<file path="config.mk">
export PLATFORM = sky130hd
export DESIGN_NAME = tape_loader
export DESIGN_NICKNAME = d
export VERILOG_FILES = /design/src/rtl/tl_pkg.sv /design/src/rtl/tl_rst_sync.sv /design/src/rtl/tl_seq.sv /design/src/rtl/tl_datapath.sv /design/src/rtl/tl_status.sv /design/src/rtl/tape_loader.sv
export SDC_FILE = /design/constraint.sdc
export NUM_CORES = 1
export LEC_CHECK = 0
export BUFFER_PORTS_ARGS = -buffer_cell sky130_fd_sc_hd__clkbuf_2
export CAP_MARGIN = 30
export CORE_MARGIN = 4
export CORE_UTILIZATION = 55
export DETAILED_ROUTE_END_ITERATION = 8
export HOLD_SLACK_MARGIN = 0.05
export PLACE_DENSITY = 0.83
export REMOVE_ABC_BUFFERS = 1
export SLEW_MARGIN = 15
export SYNTH_ARGS = -nofsm -noshare
export SYNTH_HDL_FRONTEND = slang
export SYNTH_SLANG_ARGS = --single-unit
</file>
<file path="constraint.sdc">
create_clock -name clk -period 5.4 [get_ports clk]
set_input_delay 0.81 -clock clk [delete_from_list [all_inputs] [get_ports clk]]
set_output_delay 0.81 -clock clk [all_outputs]
set_load 0.01 [all_outputs]
</file>
<file path="src/rtl/tl_pkg.sv">
package tl_pkg;
  localparam int BYTE_W = 8;
  localparam int WORD_W = 16;

  typedef enum logic [3:0] {
    ST_LEADER,
    ST_GAP,
    ST_SKIP,
    ST_ORG_HI,
    ST_ORG_LO,
    ST_DAT_HI,
    ST_DAT_LO,
    ST_SUM_HI,
    ST_SUM_LO,
    ST_FIN
  } tl_state_e;

  // True while waiting for a count frame (end of stream is clean here).
  function automatic logic between_records(tl_state_e s);
    return (s == ST_LEADER) || (s == ST_GAP);
  endfunction
endpackage

</file>
<file path="src/rtl/tl_rst_sync.sv">
module tl_rst_sync #(
  parameter int STAGES = 2
) (
  input  logic clk,
  input  logic rst_n_async,
  output logic rst_n_sync
);
  logic [STAGES-1:0] sync_q;

  always_ff @(posedge clk or negedge rst_n_async) begin
    if (!rst_n_async) sync_q <= '0;
    else              sync_q <= {sync_q[STAGES-2:0], 1'b1};
  end

  assign rst_n_sync = sync_q[STAGES-1];
endmodule

</file>
<file path="src/rtl/tl_seq.sv">
module tl_seq
  import tl_pkg::*;
#(
  parameter int ZERO_LIMIT = 11,
  localparam int ZW = $clog2(ZERO_LIMIT + 1)
) (
  input  logic              clk,
  input  logic              rst_n,
  input  logic              start,
  input  logic              take,
  input  logic              eos,
  input  logic [BYTE_W-1:0] byte_in,
  input  logic              sum_match,
  output tl_state_e         state,
  output logic              ev_done,
  output logic              ev_fmt,
  output logic              ev_csum
);
  localparam logic [ZW-1:0] ZC_LAST = ZW'(ZERO_LIMIT - 1);

  tl_state_e         st_q, st_d;
  logic [ZW-1:0]     zc_q, zc_d;
  logic [BYTE_W-1:0] rem_q, rem_d;
  logic              byte_zero;

  assign byte_zero = (byte_in == '0);
  assign state     = st_q;

  always_comb begin
    st_d    = st_q;
    zc_d    = zc_q;
    rem_d   = rem_q;
    ev_done = 1'b0;
    ev_fmt  = 1'b0;
    ev_csum = 1'b0;
    if (start) begin
      st_d  = ST_LEADER;
      zc_d  = '0;
      rem_d = '0;
    end else if (eos && (st_q != ST_FIN)) begin
      st_d = ST_FIN;
      if (between_records(st_q)) ev_done = 1'b1;
      else                       ev_fmt  = 1'b1;
    end else if (take) begin
      case (st_q)
        ST_LEADER: begin
          if (!byte_zero) begin
            rem_d = byte_in;
            st_d  = ST_SKIP;
          end
        end
        ST_GAP: begin
          if (!byte_zero) begin
            rem_d = byte_in;
            st_d  = ST_SKIP;
          end else if (zc_q == ZC_LAST) begin
            st_d    = ST_FIN;
            ev_done = 1'b1;
          end else begin
            zc_d = zc_q + 1'b1;
          end
        end
        ST_SKIP:   st_d = ST_ORG_HI;
        ST_ORG_HI: st_d = ST_ORG_LO;
        ST_ORG_LO: st_d = ST_DAT_HI;
        ST_DAT_HI: st_d = ST_DAT_LO;
        ST_DAT_LO: begin
          rem_d = rem_q - 1'b1;
          st_d  = (rem_q == 8'd1) ? ST_SUM_HI : ST_DAT_HI;
        end
        ST_SUM_HI: st_d = ST_SUM_LO;
        ST_SUM_LO: begin
          if (sum_match) begin
            st_d = ST_GAP;
            zc_d = '0;
          end else begin
            st_d    = ST_FIN;
            ev_csum = 1'b1;
          end
        end
        default: st_d = st_q;
      endcase
    end
  end

  always_ff @(posedge clk or negedge rst_n) begin
    if (!rst_n) begin
      st_q  <= ST_LEADER;
      zc_q  <= '0;
      rem_q <= '0;
    end else begin
      st_q  <= st_d;
      zc_q  <= zc_d;
      rem_q <= rem_d;
    end
  end
endmodule

</file>
<file path="src/rtl/tl_datapath.sv">
module tl_datapath
  import tl_pkg::*;
#(
  parameter int MEM_WORDS = 64,
  localparam int AW = (MEM_WORDS > 1) ? $clog2(MEM_WORDS) : 1
) (
  input  logic              clk,
  input  logic              rst_n,
  input  tl_state_e         state,
  input  logic              take,
  input  logic [BYTE_W-1:0] byte_in,
  output logic              sum_match,
  output logic              mem_we,
  output logic [AW-1:0]     mem_addr,
  output logic [WORD_W-1:0] mem_wdata
);
  localparam logic [WORD_W:0] LIMIT = (WORD_W+1)'(MEM_WORDS);

  logic [BYTE_W-1:0] hi_q, hi_d;
  logic [WORD_W-1:0] addr_q, addr_d;
  logic [WORD_W-1:0] sum_q, sum_d;
  logic [WORD_W-1:0] word;
  logic              hi_en, org_en, dat_en, in_range;

  assign word     = {hi_q, byte_in};
  assign hi_en    = take && ((state == ST_ORG_HI) || (state == ST_DAT_HI) ||
                             (state == ST_SUM_HI));
  assign org_en   = take && (state == ST_ORG_LO);
  assign dat_en   = take && (state == ST_DAT_LO);
  assign in_range = ({1'b0, addr_q} < LIMIT);

  always_comb begin
    hi_d   = hi_q;
    addr_d = addr_q;
    sum_d  = sum_q;
    if (hi_en) hi_d = byte_in;
    if (org_en) begin
      addr_d = word;
      sum_d  = word;
    end else if (dat_en) begin
      addr_d = addr_q + 16'd1;
      sum_d  = sum_q + word;
    end
  end

  always_ff @(posedge clk or negedge rst_n) begin
    if (!rst_n) begin
      hi_q   <= '0;
      addr_q <= '0;
      sum_q  <= '0;
    end else begin
      hi_q   <= hi_d;
      addr_q <= addr_d;
      sum_q  <= sum_d;
    end
  end

  assign sum_match = (word == sum_q);
  assign mem_we    = dat_en && in_range;
  assign mem_addr  = addr_q[AW-1:0];
  assign mem_wdata = word;
endmodule

</file>
<file path="src/rtl/tl_status.sv">
module tl_status (
  input  logic clk,
  input  logic rst_n,
  input  logic start,
  input  logic ev_done,
  input  logic ev_fmt,
  input  logic ev_csum,
  output logic done,
  output logic fmt_err,
  output logic csum_err
);
  logic done_d, fmt_d, csum_d;

  always_comb begin
    done_d = done;
    fmt_d  = fmt_err;
    csum_d = csum_err;
    if (start) begin
      done_d = 1'b0;
      fmt_d  = 1'b0;
      csum_d = 1'b0;
    end else begin
      if (ev_done) done_d = 1'b1;
      if (ev_fmt)  fmt_d  = 1'b1;
      if (ev_csum) csum_d = 1'b1;
    end
  end

  always_ff @(posedge clk or negedge rst_n) begin
    if (!rst_n) begin
      done     <= 1'b0;
      fmt_err  <= 1'b0;
      csum_err <= 1'b0;
    end else begin
      done     <= done_d;
      fmt_err  <= fmt_d;
      csum_err <= csum_d;
    end
  end
endmodule

</file>
<file path="src/rtl/tape_loader.sv">
module tape_loader
  import tl_pkg::*;
#(
  parameter int MEM_WORDS  = 64,
  parameter int ZERO_LIMIT = 11,
  localparam int AW = (MEM_WORDS > 1) ? $clog2(MEM_WORDS) : 1
) (
  input  logic              clk,
  input  logic              rst_n,
  input  logic              start,
  input  logic              in_valid,
  output logic              in_ready,
  input  logic [7:0]        in_byte,
  input  logic              in_eos,
  output logic              mem_we,
  output logic [AW-1:0]     mem_addr,
  output logic [15:0]       mem_wdata,
  output logic              done,
  output logic              csum_err,
  output logic              fmt_err
);
  logic      rst_n_s;
  tl_state_e state;
  logic      take, sum_match, ev_done, ev_fmt, ev_csum;

  tl_rst_sync #(.STAGES(2)) u_rst (
    .clk         (clk),
    .rst_n_async (rst_n),
    .rst_n_sync  (rst_n_s)
  );

  assign in_ready = (state != ST_FIN);
  assign take     = in_valid && in_ready;

  tl_seq #(.ZERO_LIMIT(ZERO_LIMIT)) u_seq (
    .clk       (clk),
    .rst_n     (rst_n_s),
    .start     (start),
    .take      (take),
    .eos       (in_eos),
    .byte_in   (in_byte),
    .sum_match (sum_match),
    .state     (state),
    .ev_done   (ev_done),
    .ev_fmt    (ev_fmt),
    .ev_csum   (ev_csum)
  );

  tl_datapath #(.MEM_WORDS(MEM_WORDS)) u_dp (
    .clk       (clk),
    .rst_n     (rst_n_s),
    .state     (state),
    .take      (take),
    .byte_in   (in_byte),
    .sum_match (sum_match),
    .mem_we    (mem_we),
    .mem_addr  (mem_addr),
    .mem_wdata (mem_wdata)
  );

  tl_status u_stat (
    .clk      (clk),
    .rst_n    (rst_n_s),
    .start    (start),
    .ev_done  (ev_done),
    .ev_fmt   (ev_fmt),
    .ev_csum  (ev_csum),
    .done     (done),
    .fmt_err  (fmt_err),
    .csum_err (csum_err)
  );
endmodule

</file>
; ---- Yosys cells after proc, flatten, opt, wreduce, memory -nomap -nowiden
; Cells that the tools add are included.
[totals]
regBits = 61
in_bits = 13
output_inout_bits = 27
word_cells = 104
[classes]
addsub = 4
order_cmp = 1
eq_ne = 19
n_mux = 46
reduce_logical = 24
[op_table]
columns = op, count
row1 = $mux W16, 4
row2 = $mux W4, 13
row3 = $pmux W4 S9, 1
row4 = $mux W8, 4
row5 = $mux W1, 21
row6 = $add A16 B1 Y16 const B, 1
row7 = $add A16 B16 Y16, 1
row8 = $eq A16 B16 Y1, 1
row9 = $eq A4 B3 Y1 const B, 4
row10 = $lt A16 B7 Y1 const B, 1
row11 = $pmux W8 S2, 1
row12 = $reduce_bool A11 Y1, 1
row13 = $reduce_bool A2 Y1, 5
row14 = $ne A3 B3 Y1 const B, 3
row15 = $reduce_bool A3 Y1, 3
row16 = $eq A4 B2 Y1 const B, 2
row17 = $eq A4 B4 Y1 const B, 2
row18 = $eq A8 B1 Y1 const B, 1
row19 = $logic_not A8 Y1, 1
row20 = $ne A4 B4 Y1 const B, 2
row21 = $pmux W4 S2, 1
row22 = $reduce_and A4 Y1, 2
row23 = $sub A8 B1 Y8 const B, 1
row24 = $logic_and A1 B1 Y1, 6
row25 = other kinds (10), 12

; ---- Logic depth before layout (Yosys ltp)
; Gate-level depths: netlist of run 1.
[depth]
word_depth = 9
depth_mapped = 9
mapped_depth_nobuf = 8

; ---- By module
; A second synthesis of run 1 with hierarchy kept.
[unflattened]
hier_cells = 502
area_unflattened_um2 = 4391.7
[by_module_without_submodules]
columns = module, instances, cells_each, area_per_inst_um2
row1 = tl_datapath, 1, 337, 2970.3
row2 = tl_seq, 1, 154, 1226.2
row3 = tl_status, 1, 6, 105.1
row4 = tl_rst_sync, 1, 3, 53.8
row5 = tape_loader, 1, 2, 36.3

; ---- Least setup slack after synthesis of run 1
; OpenSTA, ideal clock, no wires.
[synth_timing]
kind = in2reg
start = input in_byte[0]
end = register u_dp.sum_q[14]
arrival_ns = 2.665
required_time_ns = 5.276
path_slack_ns = 2.611
cell_stages = 8
cell_sequence = ha_1 -> fa_1 -> a21o_1 -> a221oi_2 -> o31ai_1 -> a41oi_1 -> mux2i_1 -> a211o_1
[synth_via]
elab_chain_len = 3
[synth_rtl]
columns = item, line_no
row1 = start: declaration, tape_loader.sv:13  ; input logic [7:0] in_byte,
row2 = $add A16 B16 Y16, tl_datapath.sv:42  ; sum_d = sum_q + word;
row3 = $mux W16, tl_datapath.sv:40  ; end else if (dat_en) begin
row4 = $mux W16, tl_datapath.sv:37  ; if (org_en) begin
row5 = end signal: assignment, tl_datapath.sv:54  ; sum_q <= sum_d;
row6 = end: declaration, tl_datapath.sv:21  ; logic [WORD_W-1:0] sum_q, sum_d;
; No other way between the ends. The select of a mux whose other input is x is not followed.
; A chain may end at the register's enable or synchronous reset.

; ---- Worst setup path after layout of run 1
[layout_timing]
start = register u_seq.st_q[3], in the netlist u_seq.state[3]
end = output mem_we
[layout_via]
elab_chain_len = 4
[layout_rtl]
columns = item, line_no
row1 = start: declaration, tl_seq.sv:21  ; tl_state_e st_q, st_d;
row2 = start signal: assignment, tl_seq.sv:92  ; st_q <= st_d;
row3 = $ne A4 B4 Y1, tape_loader.sv:32  ; assign in_ready = (state != ST_FIN);
row4 = $logic_and A1 B1 Y1, tape_loader.sv:33  ; assign take = in_valid && in_ready;
row5 = $logic_and A1 B1 Y1 (*), tl_datapath.sv:29  ; assign dat_en = take && (state == ST_DAT_LO);
row6 = $logic_and A1 B1 Y1 (*), tl_datapath.sv:59  ; assign mem_we = dat_en && in_range;
row7 = end: declaration, tape_loader.sv:15  ; output logic mem_we,
; Every way passes the cells marked *; elsewhere a longest branch is shown, timed or not.

==> reports/qor.yml, run 1 <==
status:
  status: "finished, final reports clean"
timing:
  tightestPinTransition_ps: 754.5
  holdWs_ps: 243.5
  maxSlewViolCount: 0
  timing.slew.headroom_pct: 49.70
  setup_slack_ps: 2260
  rsz0062_at_grt: "false"
  setup_viol: 0
  period_share_pct: 58.15
  min_period_ps: 3140
  skew_ps: 8.552
  hold_violations: 0
  finalSetupTns_ps: 0
  fmax_mhz: 318.5
placed_design:
  dp_slack_ps: 2237
  hpwl_um: 7378
  portBuffers: 39
  placedCellCount: 595
  gp_congestion: 0.8826
clocking:
  clockBufferDepth: 2
  post_cts_resized: 0
  cts_tree: "yes"
  clk_pin_slew_worst_paths_ps: 60
  clk_latency_ps: 340
  htreeDepth: 3
  cts_buffers: 9
  root_buffer: "clkbuf_8"
  cts_hold_buf: 0
  cts.sinks: 61
  post_cts_buffers: 0
global_route:
  grt_max_degree: 60
  track_usage_pct: 23.85
  grt_overflow: 0
  grt_pass1_vias: 3679
  grt_pass1_wl_um: 17210
  antenna_found_initial: 0
pwr:
  pwr-share-clk_pct: 32.3
  p_sw_mw: 0.4094
  p_comb_share_pct: 22.9
  swShare_pct: 32.92
  intPower_mw: 0.8341
  p_per_area_nw_per_um2: 270.7
  peakVddDrop_mv: 0.1439
  p_seq_share_pct: 44.8
  p_leak_nw: 2.080
routing:
  drt-met1-wl_um: 4503
  routed_wl_um: 10360
  wl_per_cell_um: 16.93
  vias_per_cell: 6.297
  drc: 0
  wl_met3_um: 603
  ant_nets: 0
  dr.first_iter.drc_count: 263
  met2_length_um: 5084
  num_vias: 3854
  top_layer_used: "met4"
  first_pass_iters: 4
setup_path:
  cp-start-kind: "register"
  cp_slowest_cell: "dfrtp_1"
  crit_path_max_incr_delay_ps: 510
  cp-end-kind: "primary output"
  critPathArrivalTime_ps: 2330
  crit_type: "register to primary output"
  worstPathRequired_ps: 4590
  cp_max_fo: 38
  path_cells: "nor3b_1 > and2_1 > buf_4 > nand2_1 > nor2_1 > clkbuf_2"
synth:
  async_flop_share_pct: 100.0
  synth_ff_type: "dfrtp_1"
  syn_avg_cell_area_um2: 8.602
  ys_seq_area_share_pct: 35.78
  syn-cell-area_um2: 4267
  yosysWarnings: 0
  synth.top_cell.area_share_pct: 35.78
  synthCells: 496
  synth.largest_area_cell: "dfrtp_1"
  synth_seq_cells: 61
  synth_cell_types: 67
  yosys-top-cells-area: "dfrtp_1 36%, a21oi_1 6.1%, ha_1 5.9%"
  synth-edff-count: 0
floorplan:
  core_area_um2: 7408
  dieWidth_um: 96.08
  die_y_um: 96.08
  die_area_um2: 9230
  rows: 31
  io-pin-count: 40
  start_util_pct: 57.59
flow_run:
  maxCapViolations: 0
final_layout:
  mostFrequentLayoutCell: "dfrtp_1"
  fin_util_pct: 62.02
  diodes: 0
  final_cells: 612
  drive_gt1_share_pct: 16.57
  syn2layout_area_growth_pct: 7.683
  layout_common_cells: "60 x dfrtp_1, 52 x a21oi_1, 51 x nand2_1"
  nNetsFinal: 542
hold_path:
  hold_class: "input port to asynchronous set/reset pin"
power groups by stage:
stage                     clock, mW  combinational [mW]  sequential [mW]
after CTS                     0.409               0.283            0.555
final                         0.402               0.285            0.557
after floorplan                   0               0.178            0.561
after global routing          0.427               0.316            0.563
after detailed placement          0               0.282            0.563
after global placement            0               0.272            0.561
per-layer routing:
| metal | global-route usage, % | up-vias |
|---|---|---|
| li1 | - | 1845 |
| met2 | 40.83 | 121 |
| met4 | 8.175 | 0 |
| met5 | 0 | - |
| met1 | 29.51 | 1868 |
| met3 | 5.317 | 20 |
cell usage after synthesis, types with 4 or more instances:
master    count
o21ai_0      25
nand2b_1      5
a22oi_1       4
nor3b_1       7
xnor2_1       6
o22ai_1      14
a21oi_1      52
ha_1         20
o21ai_2       4
buf_4        14
nor3_1       14
buf_1         4
mux2_2       12
o31ai_1       8
and3_1       10
nor2_1       27
mux2i_1      12
clkbuf_1     20
dfrtp_1      61
o21ai_1      12
nand3_1      27
a21o_1        9
inv_1         7
nor4_1        8
nand2_1      51
layout make-up:
class	count	area, µm²
clock inverters	5	50.05
multi-input cells	386	2492
clock buffers	11	141.4
well taps	99	123.9
flip-flops and latches	61	1528
fillers	628	2814
inverters	7	26.28
repair buffers	43	232.7
sequential cells by signal (all words and copies together) (netlist names):
signal,flops
u_dp.hi_q,8
u_stat.done,1
u_stat.fmt_err,1
u_rst.sync_q,2
u_seq.state,4
u_seq.zc_q,4
u_dp.addr_q,16
u_dp.sum_q,16
u_stat.csum_err,1
u_seq.rem_q,8
through the flow:
stage	instance area, µm²	total power, mW
after global routing	4594	1.305
after detailed placement	4388	0.8457
after floorplan	4045	0.7389
after CTS	4579	1.247
after global placement	4388	0.8328
final	4594	1.244
critical path, delay by kind of cell, from the launching register on:
family                 cells  cell delay (ps)
buffers and inverters      2              490
DFF                        1              510
and+or+nand+nor            4              970
final timing paths:
path / slack, ps / endpoint / cells past startpoint / startpoint
min in group clk: 360 / u_rst.sync_q[1] / 0 / u_rst.sync_q[0]
min reg2reg: 360 / u_rst.sync_q[1] / 0 / u_rst.sync_q[0]
max in group asynchronous: 4490 / u_dp.addr_q[15] / 1 / u_rst.sync_q[1]
max: 2260 / mem_we / 6 / u_seq.state[3]
max reg2reg: 2820 / u_dp.sum_q[14] / 8 / u_dp.sum_q[0]
min: 240 / u_rst.sync_q[1] / 1 / rst_n
cell families (layout without fill, tap and decap cells):
| kind of cell | count (synthesis) | in the layout | synth area share, % |
|---|---|---|---|
| AOI/OAI and AO/OA | 160 | 160 | 24.11 |
| xor gates and xnor gates | 9 | 9 | 1.848 |
| adders and majority gates | 21 | 21 | 6.334 |
| buffers and inverters | 49 | 66 | 5.806 |
| DFF | 61 | 61 | 35.78 |
| muxes | 24 | 24 | 5.983 |
| other | 1 | 1 | 0.08789 |
| and+or+nand+nor | 171 | 171 | 20.06 |
Note: power is estimated with default switching activity, not from simulation.
==> inputs of run 2 (changes only) <==
clock period = 2.95 ns   (was 5.4 ns; I/O delays follow)
==> reports/qor.yml, run 2 (synthesized netlist as in run 1, its figures left out) <==
routing:
  drc: 0
  num_vias: 3879
  vias_per_cell: 6.287
  wl_per_cell_um: 16.93
  ant_nets: 0
  dr.first_iter.drc_count: 255
  first_pass_iters: 5
  routed_wl_um: 10440
pwr:
  p_per_area_nw_per_um2: 494.8
  peakVddDrop_mv: 0.3258
  p_leak_nw: 2.092
  finalPower_mw: 2.294
final_layout:
  mostFrequentLayoutCell: "dfrtp_1"
  nNetsFinal: 547
  top_regs: "u_dp.addr_q x16, u_dp.sum_q x16"
  layout_common_cells: "60 x dfrtp_1, 52 x a21oi_1, 51 x nand2_1"
  diodes: 0
  syn2layout_area_growth_pct: 8.651
  drive_gt1_share_pct: 17.37
  final_cells: 617
  final_area_um2: 4636
flow_run:
  maxCapViolations: 0
clocking:
  cts_tree: "yes"
  clk_latency_ps: 340
  cts_buffers: 9
  root_buffer: "clkbuf_8"
  cts.sinks: 61
  clk_pin_slew_worst_paths_ps: 80
  post_cts_resized: 0
  clockBufferDepth: 2
  htreeDepth: 3
timing:
  hold_violations: 0
  finalSetupTns_ps: 0
  fmax_mhz: 389.8
  setup_viol: 0
  tightestPinTransition_ps: 700.3
  maxSlewViolCount: 0
  min_period_ps: 2565
  period_share_pct: 86.96
  skew_ps: 13.71
  rsz0062_at_grt: "false"
  timing.slew.headroom_pct: 53.20
placed_design:
  placedCellCount: 600
  portBuffers: 39
  gp_congestion: 0.8697
  dpl_cell_area_um2: 4425
  hpwl_um: 7591
setup_path:
  path_cells: "ha_1 > fa_1 > a21o_1 > a221oi_2 > o31ai_1 > a41oi_1 > mux2i_1 > a211o_1"
  cp-end-kind: "register"
  cp_max_fo: 4
  crit_buf_inv: 0
  crit_path_max_incr_delay_ps: 410
  cp-start-kind: "register"
  cp_slowest_cell: "fa_1"
  cp_top_family: "compound AO/OA/AOI/OAI gates"
  worstPathRequired_ps: 3180
  crit_type: "register to register"
  critPathArrivalTime_ps: 2800
floorplan:
  start_util_pct: 57.59
  dieWidth_um: 96.08
  rows: 31
  core_area_um2: 7408
  die_y_um: 96.08
  io-pin-count: 40
  die_area_um2: 9230
global_route:
  grt_overflow: 0
  grt_pass1_wl_um: 17750
  grt_pass1_vias: 3715
  grt_max_degree: 31
  track_usage_pct: 24.64
  antenna_found_initial: 0
hold_path:
  hold_class: "register to asynchronous set/reset pin"
status:
  status: "finished, final reports clean"
## run 2: changes by cell type in the layout (fill, tap and decap cells not counted), sizes merged
cell,change
clkinvlp,+3
clkbuf,-1
clkinv,-2
buf,+4
dlygate4sd3,+1
## run 2: worst reg2reg max path, cell delays in order (launching register included)
cell	delay (ps)
dfrtp_1	390
ha_1	210
fa_1	410
a21o_1	230
a221oi_2	370
o31ai_1	190
a41oi_1	280
mux2i_1	100
a211o_1	270
## run 2: routing by layer
| layer | wire [µm] | share of wire, % | track usage (%) |
|---|---|---|---|
| met2 | 5208 | 50 | 41.46 |
| met5 | 0 | 0 | 0 |
| met3 | 629 | 6.0 | 3.597 |
| met4 | 144 | 1.4 | 8.649 |
| met1 | 4461 | 43 | 32.25 |
## run 2: metrics by stage
stage	setup WS, ps	hold slack, ps	util, %
after floorplan	527.7	146.9	-
after global placement	241.8	227.7	59.74
after detailed placement	212.8	230.0	59.74
after CTS	399.1	307.8	62.57
after global routing	260.1	335.6	62.57
final	384.6	273.9	62.57
## run 2: layout make-up
type	count	area (µm²)
multi-input cells	386	2492
clock buffers	10	137.6
fillers	632	2773
inverters	7	26.28
flip-flops and latches	61	1528
repair buffers	48	265.3
well taps	99	123.9
clock inverters	6	62.56
## run 2: where the power goes
part	switching, mW	internal (mW)	leakage [nW]	total (mW)
clock	0.344	0.410	0.0943	0.754
combinational	0.295	0.218	1.17	0.514
sequential	0.122	0.904	0.825	1.03
total	0.762	1.53	2.09	2.29
## run 2: repair_timing
item,CTS,global route
hold endpoints to repair,2,0
setup buffers,0,0
hold buffers,1,0
## run 2: worst paths after layout
check / from / to / slack, ps / cells past startpoint
min in group clk: u_rst.sync_q[0] / u_rst.sync_q[1] / 360 / 0
max: u_dp.sum_q[0] / u_dp.sum_q[14] / 380 / 8
max reg2reg: u_dp.sum_q[0] / u_dp.sum_q[14] / 380 / 8
min: u_rst.sync_q[1] / u_dp.sum_q[9] / 270 / 0
min reg2reg: u_rst.sync_q[1] / u_dp.sum_q[9] / 270 / 0
max in group asynchronous: u_rst.sync_q[1] / u_dp.addr_q[8] / 2000 / 1
==> inputs of run 3 (changes only) <==
CORE_UTILIZATION = 45   (was 55)
PLACE_DENSITY = 0.71   (was 0.83)
==> reports/qor.yml, run 3 (synthesized netlist as in run 1, its figures left out) <==
setup_path:
  cp_max_fo: 4
  cp-start-kind: "register"
  cp-end-kind: "register"
  r2r_slack_ps: 380
  reg2reg_depth: 8
  cp_slowest_cell: "fa_1"
  crit_path_max_incr_delay_ps: 400
  critPathArrivalTime_ps: 2800
  path_cells: "ha_1 > fa_1 > a21o_1 > a221oi_2 > o31ai_1 > a41oi_1 > mux2i_1 > a211o_1"
  crit-reg2reg-launch: "u_dp.sum_q[0]"
  crit_type: "register to register"
  worstPathRequired_ps: 3180
  r2r_end: "u_dp.sum_q[14]"
pwr:
  p_per_area_nw_per_um2: 521.1
  pwr-share-clk_pct: 37.2
  peakVddDrop_mv: 0.3536
  p_sw_mw: 0.7418
  p_comb_share_pct: 21.4
  swShare_pct: 30.25
  p_leak_nw: 2.113
  p_seq_share_pct: 41.5
  intPower_mw: 1.711
clocking:
  clockBufferDepth: 2
  cts_tree: "yes"
  htreeDepth: 3
  clk_latency_ps: 340
  clk_pin_slew_worst_paths_ps: 70
  post_cts_buffers: 0
  cts.sinks: 61
  post_cts_resized: 0
  root_buffer: "clkbuf_8"
  cts_buffers: 9
  cts_hold_buf: 1
timing:
  tightestPinTransition_ps: 706.6
  skew_ps: 10.12
  min_period_ps: 2570
  hold_violations: 0
  fmax_mhz: 389.2
  rsz0062_at_grt: "false"
  setup_slack_ps: 380.4
  timing.slew.headroom_pct: 52.89
  setup_viol: 0
  period_share_pct: 87.10
  maxSlewViolCount: 0
  finalSetupTns_ps: 0
routing:
  num_vias: 3810
  first_pass_iters: 5
  vias_per_cell: 5.898
  routed_wl_um: 10550
  ant_nets: 0
  dr.first_iter.drc_count: 164
  drc: 0
  wl_per_cell_um: 16.33
final_layout:
  layout_common_cells: "60 x dfrtp_1, 52 x a21oi_1, 51 x nand2_1"
  diodes: 0
  drive_gt1_share_pct: 16.83
  mostFrequentLayoutCell: "dfrtp_1"
  syn2layout_area_growth_pct: 10.29
  fillers: 891
  top_regs: "u_dp.addr_q x16, u_dp.sum_q x16"
  final_cells: 646
  multiInputGateArea_um2: 2492
  regArea_um2: 1528
  nNetsFinal: 546
global_route:
  antenna_found_initial: 0
  track_usage_pct: 19.69
  grt_pass1_vias: 3667
  grt_max_degree: 40
  grt_pass1_wl_um: 17970
  grt_overflow: 0
placed_design:
  gp_congestion: 0.9132
  portBuffers: 39
  hpwl_um: 7461
  dp_slack_ps: 230.3
  placedCellCount: 629
status:
  status: "finished, final reports clean"
floorplan:
  core_area_um2: 9240
  io-pin-count: 40
  die_area_um2: 11100
  rows: 35
  die_y_um: 105.4
  dieWidth_um: 105.4
  start_util_pct: 46.17
flow_run:
  maxCapViolations: 0
hold_path:
  hold_class: "register to asynchronous set/reset pin"
[run 3: changes by cell type in the layout (fill, tap and decap cells not counted)]
cell        delta
bufinv_16      +2
clkbuf_1       +2
buf_4          -1
clkinvlp_4     -3
clkinv_2       -1
[run 3: per-stage QoR]
step                      cell area, µm²  hold slack (ps)  utilization (%)  power, mW
after floorplan                     4045            146.9                -      1.353
after global placement              4456            230.5            48.22      1.535
after detailed placement            4456            229.1            48.22      1.554
after CTS                           4706            352.7            50.93      2.470
after global routing                4706            357.4            50.93      2.583
final                               4706            321.5            50.93      2.452
[run 3: routing by layer]
layer / up-vias / track usage, % / share of wire [%]
met3: 10 / 3.368 / 6.5
met5: - / 0 / 0
met2: 119 / 32.51 / 48
met1: 1817 / 26.74 / 44
li1: 1864 / - / -
met4: 0 / 5.061 / 0.86
[run 3: critical path: cells and delay by family (launching register included)]
| kind | cells | cell delay [ps] |
|---|---|---|
| compound gates | 5 | 1350 |
| flops | 1 | 380 |
| mux | 1 | 110 |
| fa+ha+maj | 2 | 610 |
[run 3: power by group through the flow]
stage / sequential (mW) / clock, mW / combinational [mW]
3_3_place_gp: 1.03 / 0 / 0.509
2_1_floorplan: 1.03 / 0 / 0.326
4_1_cts: 1.02 / 0.929 / 0.525
5_1_grt: 1.03 / 0.967 / 0.585
6_report: 1.02 / 0.912 / 0.524
3_5_place_dp: 1.03 / 0 / 0.523
[run 3: cell type report]
class / count / area share [%]
sequential: 61 / 32.46
multi-input combinational: 386 / 52.96
clock inverter: 4 / 2.021
clock buffer: 12 / 3.084
inverter: 7 / 0.5584
tap: 129 / 3.430
timing repair buffer: 47 / 5.477
[run 3: worst max-delay path by stage]
stage	start	to	slack [ps]	cells after the start
6_report	u_dp.sum_q[0]	u_dp.sum_q[14]	380	8
5_1_grt	u_dp.sum_q[0]	u_dp.sum_q[14]	190	8
4_1_cts	u_dp.sum_q[0]	u_dp.sum_q[14]	400	8
3_5_place_dp	in_byte[0]	u_dp.sum_q[14]	230	9
3_3_place_gp	in_byte[0]	u_dp.sum_q[14]	250	9
2_1_floorplan	in_byte[0]	u_dp.sum_q[14]	530	8
